## src/rtl/tap_shift_pkg.sv

```systemverilog
`timescale 1ns / 10ps
package tap_shift_pkg;
    localparam int unsigned TSL_DEFAULT_DEPTH = 16;
    localparam logic [TSL_DEFAULT_DEPTH-1:0] TSL_DEFAULT_PATTERN = '0;
endpackage

```

## src/rtl/tsl_stage_chain.sv

```systemverilog
`timescale 1ns / 10ps
module tsl_stage_chain #(
    parameter int unsigned DEPTH = 16,
    parameter logic [DEPTH-1:0] INIT_PATTERN = '0
) (
    input  logic             clk,
    input  logic             shift_en,
    input  logic             din,
    output logic [DEPTH-1:0] stages
);
    typedef struct packed {
        logic [DEPTH-1:0] cells;
    } chain_state_t;

    chain_state_t state_d;
    chain_state_t state_q = '{cells: INIT_PATTERN};
    logic         armed_q = 1'b0;

    always_comb begin
        state_d = state_q;
        if (shift_en) begin
            state_d.cells = {state_q.cells[DEPTH-2:0], din};
        end
    end

    always_ff @(posedge clk) begin
        state_q <= state_d;
        armed_q <= 1'b1;
    end

    assign stages = state_q.cells;

    assert_head_capture_R2: assert property (@(posedge clk) disable iff (!armed_q)
        shift_en |=> stages[0] == $past(din));

    assert_body_advance_R2: assert property (@(posedge clk) disable iff (!armed_q)
        shift_en |=> stages[DEPTH-1:1] == $past(stages[DEPTH-2:0]));

    assert_hold_when_idle_R3: assert property (@(posedge clk) disable iff (!armed_q)
        !shift_en |=> $stable(stages));
endmodule

```

## src/rtl/tsl_tap_mux.sv

```systemverilog
`timescale 1ns / 10ps
module tsl_tap_mux #(
    parameter int unsigned DEPTH = 16,
    localparam int unsigned ADDR_W = $clog2(DEPTH)
) (
    input  logic [DEPTH-1:0]  stages,
    input  logic [ADDR_W-1:0] tap_sel,
    output logic              dout
);
    logic [DEPTH-1:0] hit;

    for (genvar g = 0; g < DEPTH; g++) begin : g_tap
        assign hit[g] = (tap_sel == ADDR_W'(g)) & stages[g];
    end

    assign dout = |hit;
endmodule

```

## src/rtl/tap_shift_line.sv

```systemverilog
`timescale 1ns / 10ps
module tap_shift_line #(
    parameter int unsigned DEPTH = tap_shift_pkg::TSL_DEFAULT_DEPTH,
    parameter logic [DEPTH-1:0] INIT_PATTERN = tap_shift_pkg::TSL_DEFAULT_PATTERN,
    localparam int unsigned ADDR_W = $clog2(DEPTH)
) (
    input  logic              clk,
    input  logic              shift_en,
    input  logic              din,
    input  logic [ADDR_W-1:0] tap_sel,
    output logic              dout
);
    logic [DEPTH-1:0] stages;
    logic             armed_q = 1'b0;

    tsl_stage_chain #(
        .DEPTH       (DEPTH),
        .INIT_PATTERN(INIT_PATTERN)
    ) i_chain (
        .clk     (clk),
        .shift_en(shift_en),
        .din     (din),
        .stages  (stages)
    );

    tsl_tap_mux #(
        .DEPTH(DEPTH)
    ) i_mux (
        .stages (stages),
        .tap_sel(tap_sel),
        .dout   (dout)
    );

    always_ff @(posedge clk) armed_q <= 1'b1;

    assert_first_tap_R2: assert property (@(posedge clk) disable iff (!armed_q)
        (shift_en && tap_sel == '0) |=> (tap_sel != '0) || (dout == $past(din)));

    assert_idle_output_R3: assert property (@(posedge clk) disable iff (!armed_q)
        !shift_en |=> !$stable(tap_sel) || $stable(dout));
endmodule

```

## config.mk

```make
export PLATFORM = sky130hd
export DESIGN_NAME = tap_shift_line
export DESIGN_NICKNAME = d
export VERILOG_FILES = /design/src/rtl/tap_shift_pkg.sv /design/src/rtl/tsl_stage_chain.sv /design/src/rtl/tsl_tap_mux.sv /design/src/rtl/tap_shift_line.sv
export SDC_FILE = /design/constraint.sdc
export NUM_CORES = 1
export LEC_CHECK = 0
export ABC_AREA = 1
export BUFFER_PORTS_ARGS = -buffer_cell sky130_fd_sc_hd__buf_2
export CORE_UTILIZATION = 40
export CTS_CLUSTER_DIAMETER = 120
export DETAILED_ROUTE_END_ITERATION = 8
export GPL_TIMING_DRIVEN = 1
export SKIP_LAST_GASP = 1
export SLEW_MARGIN = 0
export SYNTH_ARGS = -nofsm -noshare
export SYNTH_HDL_FRONTEND = slang
export SYNTH_SLANG_ARGS = --single-unit
export TNS_END_PERCENT = 20
```

## constraint.sdc

```tcl
create_clock -name clk -period 2.1 [get_ports clk]
set_input_delay 0.105 -clock clk [delete_from_list [all_inputs] [get_ports clk]]
set_output_delay 0.105 -clock clk [all_outputs]
set_load 0.05 [all_outputs]
```

Yosys cells after proc, flatten, opt, wreduce, memory -nomap -nowiden
Cells that the tools add are included.
{"block": "classes", "eq_ne": 15, "n_bitwise": 16, "n_reduce_logical": 2}
{"op": "equality test 4 bit, second input constant", "n": 8}
{"op": "bitwise AND 1 bit", "n": 16}
{"op": "equality test 4 x 3 -> 1 bit, second input constant", "n": 4}
{"op": "OR reduction 16 bit", "n": 1}
{"op": "equality test 4 x 2 -> 1 bit, second input constant", "n": 2}
{"op": "equality test 4 x 1 -> 1 bit, second input constant", "n": 1}
{"op": "logical NOT 4 bit", "n": 1}
{"block": "word_totals", "reg_bits": 16, "in_bits": 7, "output_inout_bits": 1, "elab_cells": 34}

Longest topological paths before layout
Gate-level depths: netlist of run 1.
{"block": "logic_depth", "ltp_word": 3, "ltp_mapped": 8, "depth_no_buf": 7}

Modules after synthesis
A second synthesis of run 1 with hierarchy kept.
{"block": "hier_totals", "hier_cells": 62, "hier_area_um2": 686.9}
{"module": "tsl_stage_chain", "instances": 1, "cells_per_inst": 16, "area_each_um2": 480.5, "seq_area_each_um2": 480.5}
{"module": "tsl_tap_mux", "instances": 1, "cells_per_inst": 46, "area_each_um2": 206.4, "seq_area_each_um2": 0.0}

Worst setup path after synthesis of run 1
Ideal clock, no wire load.
{"block": "synth_timing", "path_kind": "reg-to-output", "from": "register i_chain.state_q, in the netlist i_chain.stages[7]", "to": "output port dout", "t_arrival_ns": 0.990, "required_time_ns": 1.995, "path_slack_ns": 1.005, "path_stages_with_launch": 7, "path_buffers": 0, "path_cell_list": "edfxtp_1 -> nand3_1 -> nand2_1 -> nor2_1 -> nor2_1 -> nor2_1 -> nand2_1"}
{"block": "synth_via", "elab_chain_cells": 2}
{"item": "start, declared", "line": "tsl_stage_chain.sv:16", "rtl": "chain_state_t state_q = '{cells: INIT_PATTERN};"}
{"item": "start signal, assigned", "line": "tsl_stage_chain.sv:27", "rtl": "state_q <= state_d;"}
{"item": "bitwise AND 1 bit", "line": "tsl_tap_mux.sv:13", "rtl": "assign hit[g] = (tap_sel == ADDR_W'(g)) & stages[g];"}
{"item": "OR reduction 16 bit", "line": "tsl_tap_mux.sv:16", "rtl": "assign dout = |hit;"}
{"item": "end, declared", "line": "tap_shift_line.sv:11", "rtl": "output logic dout"}
No other way between the ends.

Worst setup path after layout of run 1
{"block": "layout_timing", "from": "register i_chain.state_q, in the netlist i_chain.stages[8]", "to": "output port dout"}
The elaborated chain is that of the path after synthesis.

==> results of run 1 <==
## timing repair
item	in CTS	in global routing
buffers inserted	0	0
hold buffers	1	0
hold endpoints to repair	1	0
resized for setup	0	0
setup endpoints to repair	0	0
## through the flow
stage | setup WS, ps | area (um^2) | power [mW] | util
after floorplan | 1000 | 691 | 0.427 | -
after global placement | 952 | 723 | 0.445 | 0.464
after detailed placement | 937 | 723 | 0.446 | 0.464
after CTS | 587 | 759 | 0.614 | 0.487
after global routing | 506 | 759 | 0.633 | 0.487
final | 627 | 759 | 0.608 | 0.487
## cells by family (layout without fill, tap and decap cells)
kind of cell | count (synthesis) | after routing
buf+inv | 6 | 16
flops | 16 | 16
simple gates | 40 | 40
## synth_stat cells (all sizes together)
| library cell | n |
|---|---|
| nand3 | 12 |
| inv | 4 |
| buf | 2 |
| nand2 | 17 |
| edfxtp | 16 |
| nor2 | 11 |
## layer usage
layer,up-vias,global-route usage,wire (um)
met4,0,0.0750,14
met2,10,0.188,466
met5,-,0,0
li1,229,-,-
met3,2,0.0500,39
met1,175,0.177,558
## power by group
group	switching [mW]	total (mW)	internal [mW]	leakage (nW)
Sequential	0.00938	0.382	0.373	0.157
Clock	0.0990	0.168	0.0692	0.0154
Combinational	0.0392	0.0577	0.0184	0.149
Total	0.148	0.608	0.460	0.321
## final cells by class
class                      count  area [um^2]
inverter                       4         15.0
fill                         144          800
tap                           16         20.0
multi-input combinational     40          173
timing repair buffer           8         45.0
clock inverter                 1         3.75
clock buffer                   3         22.5
sequential                    16          480
## worst max path at each step
stage            to               start
2_1_floorplan  dout   i_chain.stages[7]
5_1_grt        dout   i_chain.stages[1]
6_report       dout   i_chain.stages[8]
4_1_cts        dout   i_chain.stages[8]
3_3_place_gp   dout   i_chain.stages[8]
3_5_place_dp   dout  i_chain.stages[10]
## critical path, cell delays in order (launching register included)
cell and delay (ps):
edfxtp_1 430, nand2_1 90, nand2_1 40, nor2_1 90, nor2_1 50, nor2_1 110
nand2_1 60, buf_2 200
==> flow_summary_export.csv, run 1 <==
group,metric,value,unit
sta,hold_ws,223,ps
layout,mostFrequentLayoutCells,"nand2_1 (17), edfxtp_1 (16), nand3_1 (12)",
global_route,overflow,0,
sta,finalCritPeriodShare,0.702,
worst_setup_path,reg2reg_from,"i_chain.stages[8]",
power,power.leakage,0.321,nW
run,maxCapViolCount,0,
worst_setup_path,endpoint_kind,"output port",
synthesis,synthMuxAreaShare,0,
worst_setup_path,cp.arrival,1370,ps
layout,n_antenna_cell,0,
synthesis,synthAdderAreaFrac,0,
worst_setup_path,crit_fanout,2,
power,ir_drop,0.499,mV
drt,vias_per_cell,4.73,
layout,drive_gt1_frac,0.181,
global_route,grt_pass1_vias,391,
sta,min_period,1470,ps
synthesis,synth-xor-area-share,0,
min_path,hp-start,"shift_en",
drt,wl_per_cell,12.3,um
sta,timing.final.setup_violations,0,
floorplan,io_pins,8,
placed_design,hpwl,743,um
floorplan,rows,14,
synthesis,postSynthAreaPerCell,11.1,um^2
clock_network,clk_latency,300,ps
synthesis,synth_top_area_frac,0.696,
sta,skew,21.3,ps
placed_design,gp_congestion,0.740,
worst_setup_path,criticalPathCategory,"reg -> out",
floorplan,die_h,43.6,um
global_route,gr-usage-all-layers,0.134,
drt,drt.antenna.violating_nets,0,
synthesis,postSynthCellCount,62,
synthesis,yosysTopAreaCell,"edfxtp_1",
synthesis,syn-num-nets,69,
min_path,whs_path_depth,1,
sta,slew_viol_final,0,
clock_network,cts_tree,"built",
global_route,grt_antenna_before_repair,0,
global_route,grt_max_degree,17,
floorplan,die_area,1900,um^2
global_route,grt_pass1_wl,1700,um
synthesis,synth_compound_area_frac,0,
sta,finalHoldViolations,0,
worst_setup_path,r2r_end,"i_chain.stages[9]",
sta,max_slew_margin,0.770,
clock_network,cts.reportedPaths.clkPinSlew,110,ps
sta,max_freq,0.679,GHz
worst_setup_path,reg2regPathDepth,0,
layout,syn_to_final_growth,9.96,%
synthesis,yosys-top-cells-area,"edfxtp_1 (70%), nand2_1 (9.2%), nand3_1 (8.7%)",
drt,first_iter_violations,6,
synthesis,synth_simple_gate_area_frac,0.250,
synthesis,synth_top_family_by_area,"simple AND/OR/NAND/NOR gates",
worst_setup_path,worstPathRequired,2000,ps
clock_network,cts_root_buf,"clkbuf_4",
synthesis,synth.distinct_cells,8,
floorplan,coreArea,1560,um^2
synthesis,ys_seq_area_frac,0.696,
outcome,outcome,"complete, but fails checks",
layout,fin_cells,88,
sta,setup-tns-final,0,ps
placed_design,portBuffers,7,
floorplan,die_x,43.6,um
placed_design,numPlacedInstances,83,
worst_setup_path,worstSetupStartpointType,"flop",
power,powerDensity,801,nW/um^2
layout,final_common_cell,"nand2_1",
sta,rsz0062_at_grt,"no",
layout,fin_nets,80,
drt,num_vias,416,
worst_setup_path,ff2ff_setup_slack,1410,ps
synthesis,yosys_warnings,0,
synthesis,ys_seq_elements,16,
clock_network,cts_sinks,16,
synthesis,synth.cell_area,691,um^2
clock_network,htreeDepth,1,
drt,first_pass_iters,6,
clock_network,clockBufferDepth,2,
floorplan,start_util,0.443,
layout,largest_reg_flops,16,
outcome,violations,"design-rule violations",
sta,worstMarginPinSlew,345,ps
drt,drcViolationCount,2,
min_path,hold_end,"i_chain.stages[1]",
clock_network,numCtsBuffers,3,
drt,drt-total-wl,1080,um
min_path,hold_path.class,"in -> reg",
No activity file was read; power rests on OpenSTA's default activity.
==> inputs of run 2 (changes only) <==
==> constraint.sdc (replaced) <==
create_clock -name clk -period 1.25 [get_ports clk]
set_input_delay 0.0625 -clock clk [delete_from_list [all_inputs] [get_ports clk]]
set_output_delay 0.0625 -clock clk [all_outputs]
set_load 0.05 [all_outputs]
==> run 2 against run 1 <==
Compared with the run above: the run ends with design-rule violations, negative setup slack left; global-route usage increased by 1.3 points; final cell count increased by 11%; clock skew decreased by 18 ps; wire length increased by 16%; critical endpoint unchanged; largest power group unchanged.
==> flow_summary_export.csv, run 2 (synthesis results as in run 1) <==
group,metric,value,unit
floorplan,rows,14,
sta,timing.final.setup_violations,1,
floorplan,die_h,43.6,um
sta,rsz0062_at_grt,"yes",
outcome,outcome,"complete, but fails checks",
worst_setup_path,crit_fanout,2,
sta,finalHoldViolations,0,
layout,final_area,851,um^2
layout,mostFrequentLayoutCells,"nand2_1 (17), edfxtp_1 (16), nand3_1 (11)",
drt,first_iter_violations,9,
global_route,grt_antenna_before_repair,0,
drt,vias_per_cell,4.97,
floorplan,die_x,43.6,um
layout,final_common_cell,"nand2_1",
sta,hold_ws,205,ps
sta,setup_ws,-125,ps
drt,drt-total-wl,1260,um
worst_setup_path,endpoint_kind,"output port",
placed_design,place_area,723,um^2
clock_network,clockBufferDepth,2,
layout,fillers,136,
layout,fin_nets,90,
global_route,gr-usage-all-layers,0.147,
clock_network,clk_latency,280,ps
placed_design,hpwl,706,um
drt,drt.antenna.violating_nets,0,
floorplan,die_area,1900,um^2
worst_setup_path,worstSetupStartpointType,"flop",
floorplan,io_pins,8,
layout,n_antenna_cell,0,
min_path,hold_path.class,"in -> reg",
worst_setup_path,criticalPathCategory,"reg -> out",
drt,wl_per_cell,12.8,um
sta,setup-tns-final,-125,ps
drt,num_vias,487,
sta,worstMarginPinSlew,353,ps
sta,skew,3.19,ps
clock_network,cts.reportedPaths.clkPinSlew,90,ps
worst_setup_path,cp.arrival,1310,ps
clock_network,cts_tree,"built",
power,p_total,1.05,mW
clock_network,htreeDepth,1,
clock_network,cts_root_buf,"clkbuf_4",
placed_design,portBuffers,7,
global_route,grt_max_degree,17,
power,ir_drop,0.690,mV
worst_setup_path,worstPathRequired,1190,ps
power,power.leakage,0.372,nW
placed_design,gp_congestion,0.709,
global_route,grt_pass1_vias,388,
outcome,violations,"design-rule violations, negative setup slack",
power,powerDensity,1240,nW/um^2
global_route,grt_pass1_wl,1850,um
drt,drcViolationCount,2,
run,maxCapViolCount,0,
clock_network,numCtsBuffers,3,
clock_network,cts_sinks,16,
layout,drive_gt1_frac,0.317,
global_route,overflow,0,
layout,syn_to_final_growth,23.2,%
sta,finalCritPeriodShare,1.10,
layout,multiInputGateArea,183,um^2
floorplan,coreArea,1560,um^2
layout,seq_area,480,um^2
sta,min_period,1380,ps
layout,final_util,0.546,
sta,max_freq,0.727,GHz
floorplan,start_util,0.443,
sta,slew_viol_final,0,
sta,max_slew_margin,0.765,
drt,first_pass_iters,6,
layout,largest_reg_flops,16,
## run 2: layout make-up
cell class,count,share of cell area
flip-flops and latches,16,0.565
multi-input cells,40,0.215
repair buffers,18,0.149
clock buffers,3,0.0265
well taps,16,0.0235
inverters,4,0.0176
clock inverters,1,0.00441
## run 2: through the flow
step | setup WS, ps | cells
2_1_floorplan | 197 | 62
3_3_place_gp | 139 | 83
3_5_place_dp | 154 | 83
4_1_cts | -104 | 92
5_1_grt | -246 | 98
6_report | -125 | 98
## run 2: where the power goes
part           internal (mW)  switching, mW  total (mW)
clock                  0.116          0.157       0.272
combinational         0.0594         0.0796       0.139
sequential             0.626         0.0145       0.641
total                  0.802          0.251        1.05
## run 2: worst paths after layout
path	startpoint	to	slack [ps]	cells after the start
max	i_chain.stages[1]	dout	-130	7
min	shift_en	i_chain.stages[0]	200	1
max reg2reg	i_chain.stages[1]	i_chain.stages[2]	340	2
min reg2reg	i_chain.stages[3]	i_chain.stages[4]	460	0
## run 2: worst max-delay path, stage by stage (launching register included)
cell      delay, ps
edfxtp_1        410
nand3_1          90
nand2_1          70
nor2_2          110
nor2_1           40
nor2_1           90
nand2_1          70
buf_6           150
## run 2: routing by layer
metal  vias up  share of wire  GRT usage
li1        251              -          -
met5         -              0          0
met1       224           0.53      0.210
met3         0          0.029     0.0500
met4         0              0     0.0938
met2        12           0.44      0.188
## run 2: what timing repair did
action | 4_1_cts | 5_1_grt
pin swaps | 3 | 7
gates resized for setup | 2 | 3
endpoints found under the hold margin | 1 | 0
setup buffers | 4 | 6
setup endpoints to repair | 1 | 1
hold buffers | 1 | 0
==> inputs of run 3 (changes only) <==
==> constraint.sdc (replaced) <==
create_clock -name clk -period 1.25 [get_ports clk]
set_input_delay 0 -clock clk [delete_from_list [all_inputs] [get_ports clk]]
set_output_delay 0 -clock clk [all_outputs]
set_load 0.05 [all_outputs]
==> run 3 against run 2 <==
Compared with the run above: global-route usage rose by 0.15 points; first-iteration DRC count rose by 33%; wire length decreased by 1.4%; critical path type unchanged; design area is 4.3% lower; maximum frequency increased by 4.8%; non-clock buffer count is 3 lower; sequential share of layout area grew 2.5 points; final cell count shrank 4.1%; utilization down 2.3 points; the run still ends with design-rule violations, negative setup slack left; hold slack lost 57 ps; critical path depth unchanged; sequential cell count is the same.
==> flow_summary_export.csv, run 3 (synthesis results as in run 1) <==
group,metric,value,unit
outcome,outcome,"complete, but fails checks",
outcome,violations,"design-rule violations, negative setup slack",
layout,fin_nets,87,
sta,timing.final.setup_violations,1,
clock_network,clk_latency,280,ps
worst_setup_path,worstSetupStartpointType,"flop",
drt,drt.antenna.violating_nets,0,
worst_setup_path,r2r_end,"i_chain.stages[10]",
worst_setup_path,cp.arrival,1310,ps
floorplan,die_x,43.6,um
min_path,hp-start,"shift_en",
worst_setup_path,reg2reg_from,"i_chain.stages[9]",
worst_setup_path,reg2regPathDepth,1,
placed_design,dp_slack,188,ps
run,maxCapViolCount,0,
global_route,grt_max_degree,17,
sta,min_period,1310,ps
clock_network,cts.reportedPaths.clkPinSlew,80,ps
floorplan,coreArea,1560,um^2
global_route,overflow,0,
drt,wl_per_cell,13.2,um
sta,worstMarginPinSlew,353,ps
floorplan,rows,14,
global_route,gr-usage-all-layers,0.149,
drt,vias_per_cell,5.04,
sta,finalHoldViolations,0,
min_path,hold_end,"i_chain.stages[0]",
power,p_seq_frac,0.627,
min_path,hold_path.class,"in -> reg",
sta,hold_ws,148,ps
drt,first_pass_iters,6,
power,p_clk_frac,0.250,
sta,skew,0.388,ps
placed_design,gp_congestion,0.707,
sta,max_slew_margin,0.765,
power,ir_drop,0.733,mV
layout,drive_gt1_frac,0.256,
sta,rsz0062_at_grt,"yes",
power,swShare,0.228,
global_route,grt_antenna_before_repair,0,
global_route,grt_pass1_wl,1950,um
sta,slew_viol_final,0,
clock_network,cts_tree,"built",
clock_network,cts_root_buf,"clkbuf_4",
min_path,whs_path_depth,1,
worst_setup_path,worstPathRequired,1250,ps
clock_network,clockBufferDepth,2,
sta,finalCritPeriodShare,1.05,
drt,first_iter_violations,12,
floorplan,start_util,0.443,
worst_setup_path,endpoint_kind,"output port",
global_route,grt_pass1_vias,449,
drt,drcViolationCount,2,
worst_setup_path,ff2ff_setup_slack,450,ps
floorplan,io_pins,8,
drt,num_vias,474,
layout,final_area,815,um^2
power,combPwrFrac,0.123,
sta,setup_ws,-62.1,ps
power,switchingPower,0.233,mW
worst_setup_path,crit_fanout,2,
power,power.leakage,0.355,nW
clock_network,htreeDepth,1,
layout,final_common_cell,"nand2_1",
placed_design,portBuffers,7,
layout,largest_reg_flops,16,
power,powerDensity,1260,nW/um^2
worst_setup_path,criticalPathCategory,"reg -> out",
placed_design,hpwl,727,um
layout,n_antenna_cell,0,
placed_design,place_area,723,um^2
clock_network,numCtsBuffers,3,
power,p_int,0.789,mW
layout,mostFrequentLayoutCells,"nand2_1 (17), edfxtp_1 (16), nand3_1 (12)",
layout,syn_to_final_growth,17.9,%
sta,max_freq,0.762,GHz
clock_network,cts_sinks,16,
drt,drt-total-wl,1240,um
floorplan,die_h,43.6,um
floorplan,die_area,1900,um^2
[run 3: cell types whose count changed in the layout (fill, tap and decap cells not counted)]
cell | before | now
clkinv_1 | 1 | 0
buf_4 | 10 | 7
nand3_1 | 11 | 12
nand3_2 | 1 | 0
nor2_1 | 8 | 10
nor2_2 | 2 | 0
[run 3: how the worst max path moves through the flow]
| stage | start | to | slack (ps) | depth (start not counted) |
|---|---|---|---|---|
| after floorplan | i_chain.stages[7] | dout | 260 | 6 |
| after global placement | i_chain.stages[7] | dout | 190 | 7 |
| after detailed placement | i_chain.stages[7] | dout | 190 | 7 |
| after CTS | i_chain.stages[1] | dout | -30 | 7 |
| after global routing | i_chain.stages[3] | dout | -180 | 7 |
| final | i_chain.stages[3] | dout | -60 | 7 |
[run 3: layer usage]
metal / global-route usage / vias up / wire [um]
met2: 0.188 / 14 / 545
met5: 0 / - / 0
li1: - / 242 / -
met3: 0.0250 / 4 / 39
met1: 0.224 / 214 / 618
met4: 0.113 / 0 / 36
[run 3: metrics by stage]
step	total power [mW]	util	TNS [ps]	cells
6_report	1.02	0.522	-62.1	94
2_1_floorplan	0.718	-	0	62
3_5_place_dp	0.749	0.464	0	83
3_3_place_gp	0.748	0.464	0	83
4_1_cts	1.02	0.513	-26.9	92
5_1_grt	1.07	0.522	-177	94
[run 3: repair_timing]
item	4_1_cts	5_1_grt
endpoints found under the setup margin	1	1
setup buffers	5	2
pin swaps	9	1
hold buffers	1	0
gates resized for setup	2	0
hold endpoints to repair	1	0
[run 3: cell type report]
class,count,area [um^2]
clock buffers,3,22.5
inverters,4,15.0
flip-flops and latches,16,480
multi-input cells,40,173
fillers,146,744
well taps,16,20.0
repair buffers,15,104
[run 3: power by group through the flow]
stage          Clock [mW]  Sequential (mW)  Combinational (mW)
6_report            0.256            0.641               0.125
5_1_grt             0.281            0.645               0.141
4_1_cts             0.263            0.640               0.120
3_5_place_dp            0            0.654              0.0958
3_3_place_gp            0            0.653              0.0947
2_1_floorplan           0            0.648              0.0702
[run 3: worst max-delay path, cell delays in order (launching register included)]
cell and delay, ps:
edfxtp_1 410, nand3_1 110, nand2_1 60, nor2_1 120, nor2_1 50, nor2_1 80, nand2_1 70, buf_6 150
